### src/rtl/serial_cfg_pkg.sv
package serial_cfg_pkg;
  localparam int CFG_W     = 5;
  localparam int CFG_COUNT = 4;
  localparam logic [CFG_W-1:0] CFG_MODE_FORCE = 5'b01100;
endpackage

### src/rtl/cfg_write_filter.sv
module cfg_write_filter (
  input  logic clk,
  input  logic rst,
  input  logic sel_n,
  input  logic rd_wr,
  output logic accept
);
  logic last_was_read;

  always_ff @(posedge clk) begin
    if (rst) last_was_read <= 1'b1;
    else     last_was_read <= rd_wr;
  end

  assign accept = !sel_n && !rd_wr && last_was_read;
endmodule

### src/rtl/cfg_marker_shift.sv
module cfg_marker_shift #(
  parameter int WIDTH = 5
) (
  input  logic             clk,
  input  logic             rst,
  input  logic             accept,
  input  logic             restart,
  input  logic             bit_in,
  output logic             commit,
  output logic [WIDTH-1:0] commit_val
);
  localparam logic [WIDTH-1:0] EMPTY = {1'b1, {(WIDTH-1){1'b0}}};

  logic [WIDTH-1:0] shreg;
  logic [WIDTH-1:0] shifted;

  assign shifted    = {bit_in, shreg[WIDTH-1:1]};
  assign commit     = accept && !restart && shreg[0];
  assign commit_val = shifted;

  always_ff @(posedge clk) begin
    if (rst)                       shreg <= EMPTY;
    else if (accept && restart)    shreg <= EMPTY;
    else if (commit)               shreg <= EMPTY;
    else if (accept)               shreg <= shifted;
  end
endmodule

### src/rtl/cfg_reg_bank.sv
module cfg_reg_bank #(
  parameter int WIDTH = 5,
  parameter int COUNT = 4,
  parameter logic [WIDTH-1:0] MODE_FORCE = 5'b01100,
  localparam int SEL_W = (COUNT > 1) ? $clog2(COUNT) : 1
) (
  input  logic                   clk,
  input  logic                   rst,
  input  logic                   commit,
  input  logic [SEL_W-1:0]       commit_sel,
  input  logic [WIDTH-1:0]       commit_val,
  input  logic                   force_mode,
  output logic [COUNT*WIDTH-1:0] cfg_bus
);
  for (genvar g = 0; g < COUNT; g++) begin : g_reg
    logic [WIDTH-1:0] value;
    always_ff @(posedge clk) begin
      if (rst)
        value <= (g == 0) ? MODE_FORCE : '0;
      else if (commit && commit_sel == SEL_W'(g))
        value <= commit_val;
      else if (force_mode && g == 0)
        value <= value | MODE_FORCE;
    end
    assign cfg_bus[g*WIDTH +: WIDTH] = value;
  end
endmodule

### src/rtl/serial_cfg_loader.sv
module serial_cfg_loader #(
  parameter int REG_W    = serial_cfg_pkg::CFG_W,
  parameter int NUM_REGS = serial_cfg_pkg::CFG_COUNT,
  parameter logic [REG_W-1:0] MODE_FORCE = serial_cfg_pkg::CFG_MODE_FORCE,
  localparam int SEL_W = (NUM_REGS > 1) ? $clog2(NUM_REGS) : 1
) (
  input  logic                      clk,
  input  logic                      rst,
  input  logic                      sel_n,
  input  logic                      rd_wr,
  input  logic [SEL_W-1:0]          addr_sel,
  input  logic                      data_msb,
  input  logic                      data_lsb,
  output logic [NUM_REGS*REG_W-1:0] cfg_bus
);
  logic             accept;
  logic             commit;
  logic [REG_W-1:0] commit_val;

  cfg_write_filter u_filter (
    .clk    (clk),
    .rst    (rst),
    .sel_n  (sel_n),
    .rd_wr  (rd_wr),
    .accept (accept)
  );

  cfg_marker_shift #(.WIDTH(REG_W)) u_shift (
    .clk        (clk),
    .rst        (rst),
    .accept     (accept),
    .restart    (data_msb),
    .bit_in     (data_lsb),
    .commit     (commit),
    .commit_val (commit_val)
  );

  cfg_reg_bank #(.WIDTH(REG_W), .COUNT(NUM_REGS), .MODE_FORCE(MODE_FORCE)) u_bank (
    .clk        (clk),
    .rst        (rst),
    .commit     (commit),
    .commit_sel (addr_sel),
    .commit_val (commit_val),
    .force_mode (accept && data_msb),
    .cfg_bus    (cfg_bus)
  );
endmodule

### config.mk
export PLATFORM = sky130hd
export DESIGN_NAME = serial_cfg_loader
export DESIGN_NICKNAME = d
export VERILOG_FILES = /design/src/rtl/serial_cfg_pkg.sv /design/src/rtl/cfg_write_filter.sv /design/src/rtl/cfg_marker_shift.sv /design/src/rtl/cfg_reg_bank.sv /design/src/rtl/serial_cfg_loader.sv
export SDC_FILE = /design/constraint.sdc
export NUM_CORES = 1
export LEC_CHECK = 0
export BUFFER_PORTS_ARGS = -buffer_cell sky130_fd_sc_hd__buf_4
export CORE_UTILIZATION = 29
export DETAILED_ROUTE_END_ITERATION = 6
export SLEW_MARGIN = 20
export SYNTH_ARGS = -nofsm -noshare
export SYNTH_HDL_FRONTEND = slang
export SYNTH_SLANG_ARGS = --single-unit
### constraint.sdc
create_clock -name clk -period 1.2 [get_ports clk]
set_input_delay 0.06 -clock clk [delete_from_list [all_inputs] [get_ports clk]]
set_output_delay 0.06 -clock clk [all_outputs]
set_load 0.01 [all_outputs]
==> results of run 1 <==
## repair_timing
| item | in CTS | in global routing |
|---|---|---|
| pin swaps | 0 | 3 |
| buffers inserted | 0 | 0 |
| cloned | 0 | 0 |
| endpoints found under the setup margin | 1 | 20 |
| resized for setup | 1 | 5 |
| hold endpoints to repair | 0 | 0 |
## synth_stat cells
master	number	area (sq um)
dfxtp_1	26	520.5
nor4_1	1	6.260
clkbuf_1	3	11.26
nand2b_1	23	143.9
a211oi_1	2	15.01
mux2i_1	20	200.2
buf_4	1	7.510
nor2b_4	1	13.76
and4b_1	1	10.01
nand4_4	1	21.27
nand4b_4	1	23.77
a21oi_1	4	20.02
nor3b_2	1	12.51
nand3_1	4	20.02
nor2_1	5	18.77
or2_2	1	6.260
buf_6	1	11.26
nand3_4	1	17.52
or3b_2	1	8.760
nand2_1	4	15.01
o21bai_1	1	7.510
## routing by layer
layer  track usage  routed length [um]
met5             0                   0
met4       0.04261                  29
met3       0.02321                  83
met2        0.2021                1059
met1        0.1634                1041
## how the worst max path moves through the flow
stage          cells past startpoint                        to                   start  slack, ns
5_1_grt                            4  u_bank.g_reg[2].value[3]  u_filter.last_was_read      -0.05
6_report                           4  u_bank.g_reg[2].value[4]  u_filter.last_was_read       0.03
3_5_place_dp                       3          u_shift.shreg[4]  u_filter.last_was_read      0.002
3_3_place_gp                       3          u_shift.shreg[4]  u_filter.last_was_read       0.03
2_1_floorplan                      4  u_bank.g_reg[2].value[0]        u_shift.shreg[0]       0.04
4_1_cts                            4  u_bank.g_reg[1].value[0]  u_filter.last_was_read      0.007
## through the flow
stage	area, sq um	setup WS (ns)	utilization
floorplan	1111	0.03992	-
global placement	1381	0.03464	0.3773
detailed placement	1381	0.002471	0.3773
CTS	1439	0.007077	0.3930
global route	1455	-0.05479	0.3975
finish	1455	0.02589	0.3975
## layout by cell type (no fill, tap or decap), drive strengths merged
cell type  count
a211oi         2
a21oi          4
and4b          1
buf           32
clkbuf         4
dfxtp         26
mux2i         20
nand2          4
nand2b        23
nand3          5
nand4          1
nand4b         1
nor2           5
nor2b          1
nor3b          1
nor4           1
o21bai         1
or2            1
or3b           1
## logic make-up (layout without fill, tap and decap cells)
kind of cell / after synthesis / in the layout / synth area share
and+or+nand+nor: 45 / 45 / 0.2860
AOI/OAI and AO/OA: 7 / 7 / 0.03829
muxes: 20 / 20 / 0.1802
buffers and inverters: 5 / 36 / 0.02703
DFF: 26 / 26 / 0.4685
## report_power, final
group	total, mW	internal [mW]	switching, mW	leakage (nW)
sequential	0.870	0.867	0.00355	0.210
clock	0.551	0.292	0.259	0.0288
combinational	0.0949	0.0466	0.0483	0.430
total	1.52	1.21	0.310	0.668
## flip-flops by register name, indices dropped and copies added, names as in the netlist
name and flops:
u_bank.g.value 20, u_filter.last_was_read 1, u_shift.shreg 5
## final cells by class
class                   instances  area (sq um)
well taps                      48         60.06
repair buffers                 32         247.7
flip-flops and latches         26         523.0
fillers                       365          2206
multi-input cells              72         569.3
clock buffers                   4         55.05
==> flow_metrics.tcl, run 1 <==
set metrics [dict create \
    initial_core_util 0.3035 \
    slowest_stage "dfxtp_2" \
    ys_seq_area_frac 0.4685 \
    drive_gt1_frac 0.3358 \
    cts.reportedPaths.clkPinSlew_ns 0.09 \
    outcome "finished clean" \
    path_cells "nor3b_4 > and4b_1 > buf_6 > mux2i_1" \
    drtPass1Iterations 4 \
    netlist-cell-type-count 21 \
    hold_end "u_filter.last_was_read" \
    place_inst 178 \
    syn_area_sq_um 1111 \
    rr_worst_depth 4 \
    detail-route-antenna-nets 0 \
    die_x_um 63.90 \
    clock-sinks 26 \
    ios 28 \
    vias 828 \
    period_share 0.9784 \
    fp.coreArea_sq_um 3661 \
    h-tree-depth 1 \
    clk_latency_ns 0.26 \
    r2r_slack_ns 0.03 \
    critPathMaxFanout 5 \
    drt_iter0_drc 29 \
    design.die.area_sq_um 4083 \
    numCtsBuffers 3 \
    synth_warnings 0 \
    hp-start "rd_wr" \
    vias_per_cell 4.549 \
    reg2reg_to "u_bank.g_reg[2].value[4]" \
    synth-seq-cells 26 \
    finalMaxSlewViolations 0 \
    drcViolationCount 0 \
    path_class "register to register" \
    grt_pass1_vias 802 \
    die_y_um 63.90 \
    cp_data_required_time_ns 1.39 \
    cts_hold_buf 0 \
    hp-class "input pin to register" \
    relSlewSlack 0.8236 \
    cts_tree "yes" \
    r2r_start "u_filter.last_was_read" \
    port_buffers 27 \
    worstMarginPinSlew_ns 0.2646 \
    p_per_area_nw_per_um2 1042 \
    antennaDiodeCount 0 \
    grt_max_degree 34 \
    final_cell_count_no_fill 182 \
    row_count 22 \
    clockRootBuffer "clkbuf_8" \
    critical_path_arrival_ns 1.37 \
    p_leak_nw 0.6684 \
    clock_tree.buffer_depth 2 \
    nNetsFinal 143 \
    whs_ns 0.02026 \
    crit_buf_inv 1 \
    syn_avg_cell_area_sq_um 10.79 \
    drt-total-wl_mm 2.213 \
    max_freq_mhz 851.7 \
    setup-violations-final 0 \
    grt_overflow 0 \
    endpoint_kind "register" \
    synth_nets 111 \
    rsz0062_at_grt "true" \
    tns_ns 0 \
    hpwl_mm 1.660 \
    fin_skew_ns 0.002061 \
    cap_violations 0 \
    peakVddDrop_v 0.0004904 \
    antenna_found_initial 0 \
    netlist_instances 103 \
    wire_per_inst_um 12.16 \
    fin_crit_ns 1.174 \
    whs_path_depth 2 \
    finalHoldViolCount 0 \
    slowest_delay_ns 0.33 \
    place_congestion 0.7075 \
    grt_pass1_wl_mm 3.891 \
    area_delta_synth_final_pct 30.97 \
    start_kind "register" \
    fin_total_pwr_mw 1.516 \
    path_delay_family "simple AND/OR/NAND/NOR gates" \
    grt_usage 0.1242 \
]
Note: power is estimated with default switching activity, not from simulation.
==> inputs of run 2 (changes only) <==
--- a/config.mk
+++ b/config.mk
@@ -6,8 +6,12 @@
 export NUM_CORES = 1
 export LEC_CHECK = 0
 export BUFFER_PORTS_ARGS = -buffer_cell sky130_fd_sc_hd__buf_4
+export CELL_PAD_IN_SITES_DETAIL_PLACEMENT = 0
+export CELL_PAD_IN_SITES_GLOBAL_PLACEMENT = 1
 export CORE_UTILIZATION = 29
 export DETAILED_ROUTE_END_ITERATION = 6
+export HOLD_SLACK_MARGIN = 0.08
+export PLACE_DENSITY_LB_ADDON = 0.1
 export SLEW_MARGIN = 20
 export SYNTH_ARGS = -nofsm -noshare
 export SYNTH_HDL_FRONTEND = slang
==> run 2 against run 1 <==
  * Largest power group unchanged
  * Sequential share of layout area shrank 1.1 points
  * Global-route usage grew 0.66 points
  * Cell area grew 3.0%
  * Highest routed layer unchanged
  * Non-clock buffer count grew 2
  * First-iteration DRC count grew 28%
==> flow_metrics.tcl, run 2 (synthesis gave the netlist of run 1 again) <==
set metrics [dict create \
    place_inst 178 \
    finalMaxSlewViolations 0 \
    fin_skew_ns 0.003936 \
    period_share 0.9665 \
    relSlewSlack 0.8148 \
    vias_per_cell 4.473 \
    fill_cells 379 \
    numCtsBuffers 3 \
    drt_iter0_drc 37 \
    p_switching_uw 348.2 \
    final_cell_count_no_fill 184 \
    path_cells "nor3b_4 > and4b_1 > buf_6 > mux2i_1" \
    ios 28 \
    fin_total_pwr_mw 1.712 \
    critPathMaxFanout 5 \
    grt_pass1_vias 857 \
    slowest_delay_ns 0.33 \
    layout_common_cells "buf_4 (30), dfxtp_1 (25), nand2b_1 (23)" \
    rr_worst_depth 4 \
    wire_per_inst_um 12.71 \
    fp.coreArea_sq_um 3661 \
    max_freq_mhz 862.2 \
    finalHoldViolCount 0 \
    top_regs "u_bank.g.value x20, u_shift.shreg x5, u_filter.last_was_read x1" \
    clock-sinks 26 \
    top_register "u_bank.g.value" \
    peakVddDrop_v 0.0004087 \
    start_kind "register" \
    power.internal_mw 1.364 \
    h-tree-depth 1 \
    antenna_found_initial 0 \
    cap_violations 0 \
    grt_max_degree 34 \
    worstMarginPinSlew_ns 0.2778 \
    cp_data_required_time_ns 1.41 \
    drive_gt1_frac 0.3235 \
    slowest_stage "dfxtp_2" \
    drt-total-wl_mm 2.339 \
    pwr-share-seq 0.508 \
    path_class "register to register" \
    p_clk_frac 0.433 \
    pre_cts_slack_ns 0.003596 \
    clk_latency_ns 0.28 \
    antennaDiodeCount 0 \
    p_per_area_nw_per_um2 1142 \
    setup-violations-final 0 \
    tns_ns 0 \
    detail-route-antenna-nets 0 \
    grt_overflow 0 \
    drtPass1Iterations 4 \
    nNetsFinal 145 \
    initial_core_util 0.3035 \
    layout_commonest_cell "buf_4" \
    clockRootBuffer "clkbuf_8" \
    post-cts-setup-buffer-count 0 \
    hpwl_mm 1.641 \
    die_x_um 63.90 \
    hp-class "input pin to register" \
    place_congestion 0.7678 \
    clock_tree.buffer_depth 2 \
    cts.reportedPaths.clkPinSlew_ns 0.09 \
    area_delta_synth_final_pct 34.91 \
    die_y_um 63.90 \
    rsz0062_at_grt "true" \
    row_count 22 \
    largest_reg_flops 20 \
    vias 823 \
    drcViolationCount 0 \
    port_buffers 27 \
    design.die.area_sq_um 4083 \
    grt_pass1_wl_mm 4.050 \
    pwr-share-comb 0.059 \
    outcome "finished clean" \
    whs_path_depth 3 \
    critical_path_arrival_ns 1.37 \
    fin_ws_ns 0.04024 \
    endpoint_kind "register" \
    switching_share 0.2034 \
    cts_tree "yes" \
    p_leak_nw 0.6975 \
    grt_usage 0.1308 \
    fin_crit_ns 1.160 \
]
run 2: cell count changes in the layout (fill, tap and decap cells not counted):
cell           change
dfxtp_2            -1
dfxtp_1            +1
buf_6              -1
bufinv_16          +1
buf_12             +1
dlygate4sd3_1      +2
clkbuf_8           -1
run 2: power groups by stage:
stage          clock, mW  combinational [mW]  sequential [mW]
2_1_floorplan          0              0.0505            0.889
3_3_place_gp           0              0.0910            0.890
3_5_place_dp           0              0.0922            0.890
4_1_cts            0.754              0.0993            0.870
5_1_grt            0.802               0.111            0.871
6_report           0.741               0.101            0.870
run 2: final timing paths:
path / start / to / slack (ns)
hold reg to reg: u_bank.g_reg[0].value[4] / u_bank.g_reg[0].value[4] / 0.48
setup / recovery: u_filter.last_was_read / u_bank.g_reg[2].value[4] / 0.04
setup reg to reg: u_filter.last_was_read / u_bank.g_reg[2].value[4] / 0.04
hold / removal: data_msb / u_shift.shreg[4] / 0.09
run 2: what timing repair did:
action                                 in CTS  in global routing
gates cloned                                0                  0
gates resized for setup                     1                  3
hold buffers                                2                  0
endpoints found under the hold margin       2                  0
setup endpoints to repair                   3                 21
pin swaps                                   1                  1
run 2: metrics by stage:
step	instance area [sq um]	hold WS [ns]	util
after floorplan	1111	0.1638	-
after global placement	1394	0.2721	0.3807
after detailed placement	1394	0.2768	0.3807
after CTS	1488	0.08548	0.4064
after global routing	1499	0.1098	0.4094
final	1499	0.08851	0.4094
run 2: layout make-up:
cell class                 count  area [sq um]  area share
clock inverter                 1         30.03     0.02003
multi-input combinational     72         569.3      0.3798
timing repair buffer          34         276.5      0.1845
clock buffer                   3         41.29     0.02755
sequential                    26         521.8      0.3481
tap                           48         60.06     0.04007
run 2: critical path: cells and delay by family, from the launching register on:
kind                   cells  cell delay (ns)
muxes                      1             0.18
DFF                        1             0.33
and+or+nand+nor            2             0.44
buffers and inverters      1             0.14
run 2: metal layers:
metal  GRT usage  part of all wire  wire length [um]
met5           0                 0                 0
met4     0.07670             0.018                42
met2      0.2141              0.46              1083
met1      0.1602              0.48              1133
met3     0.02143             0.034                79
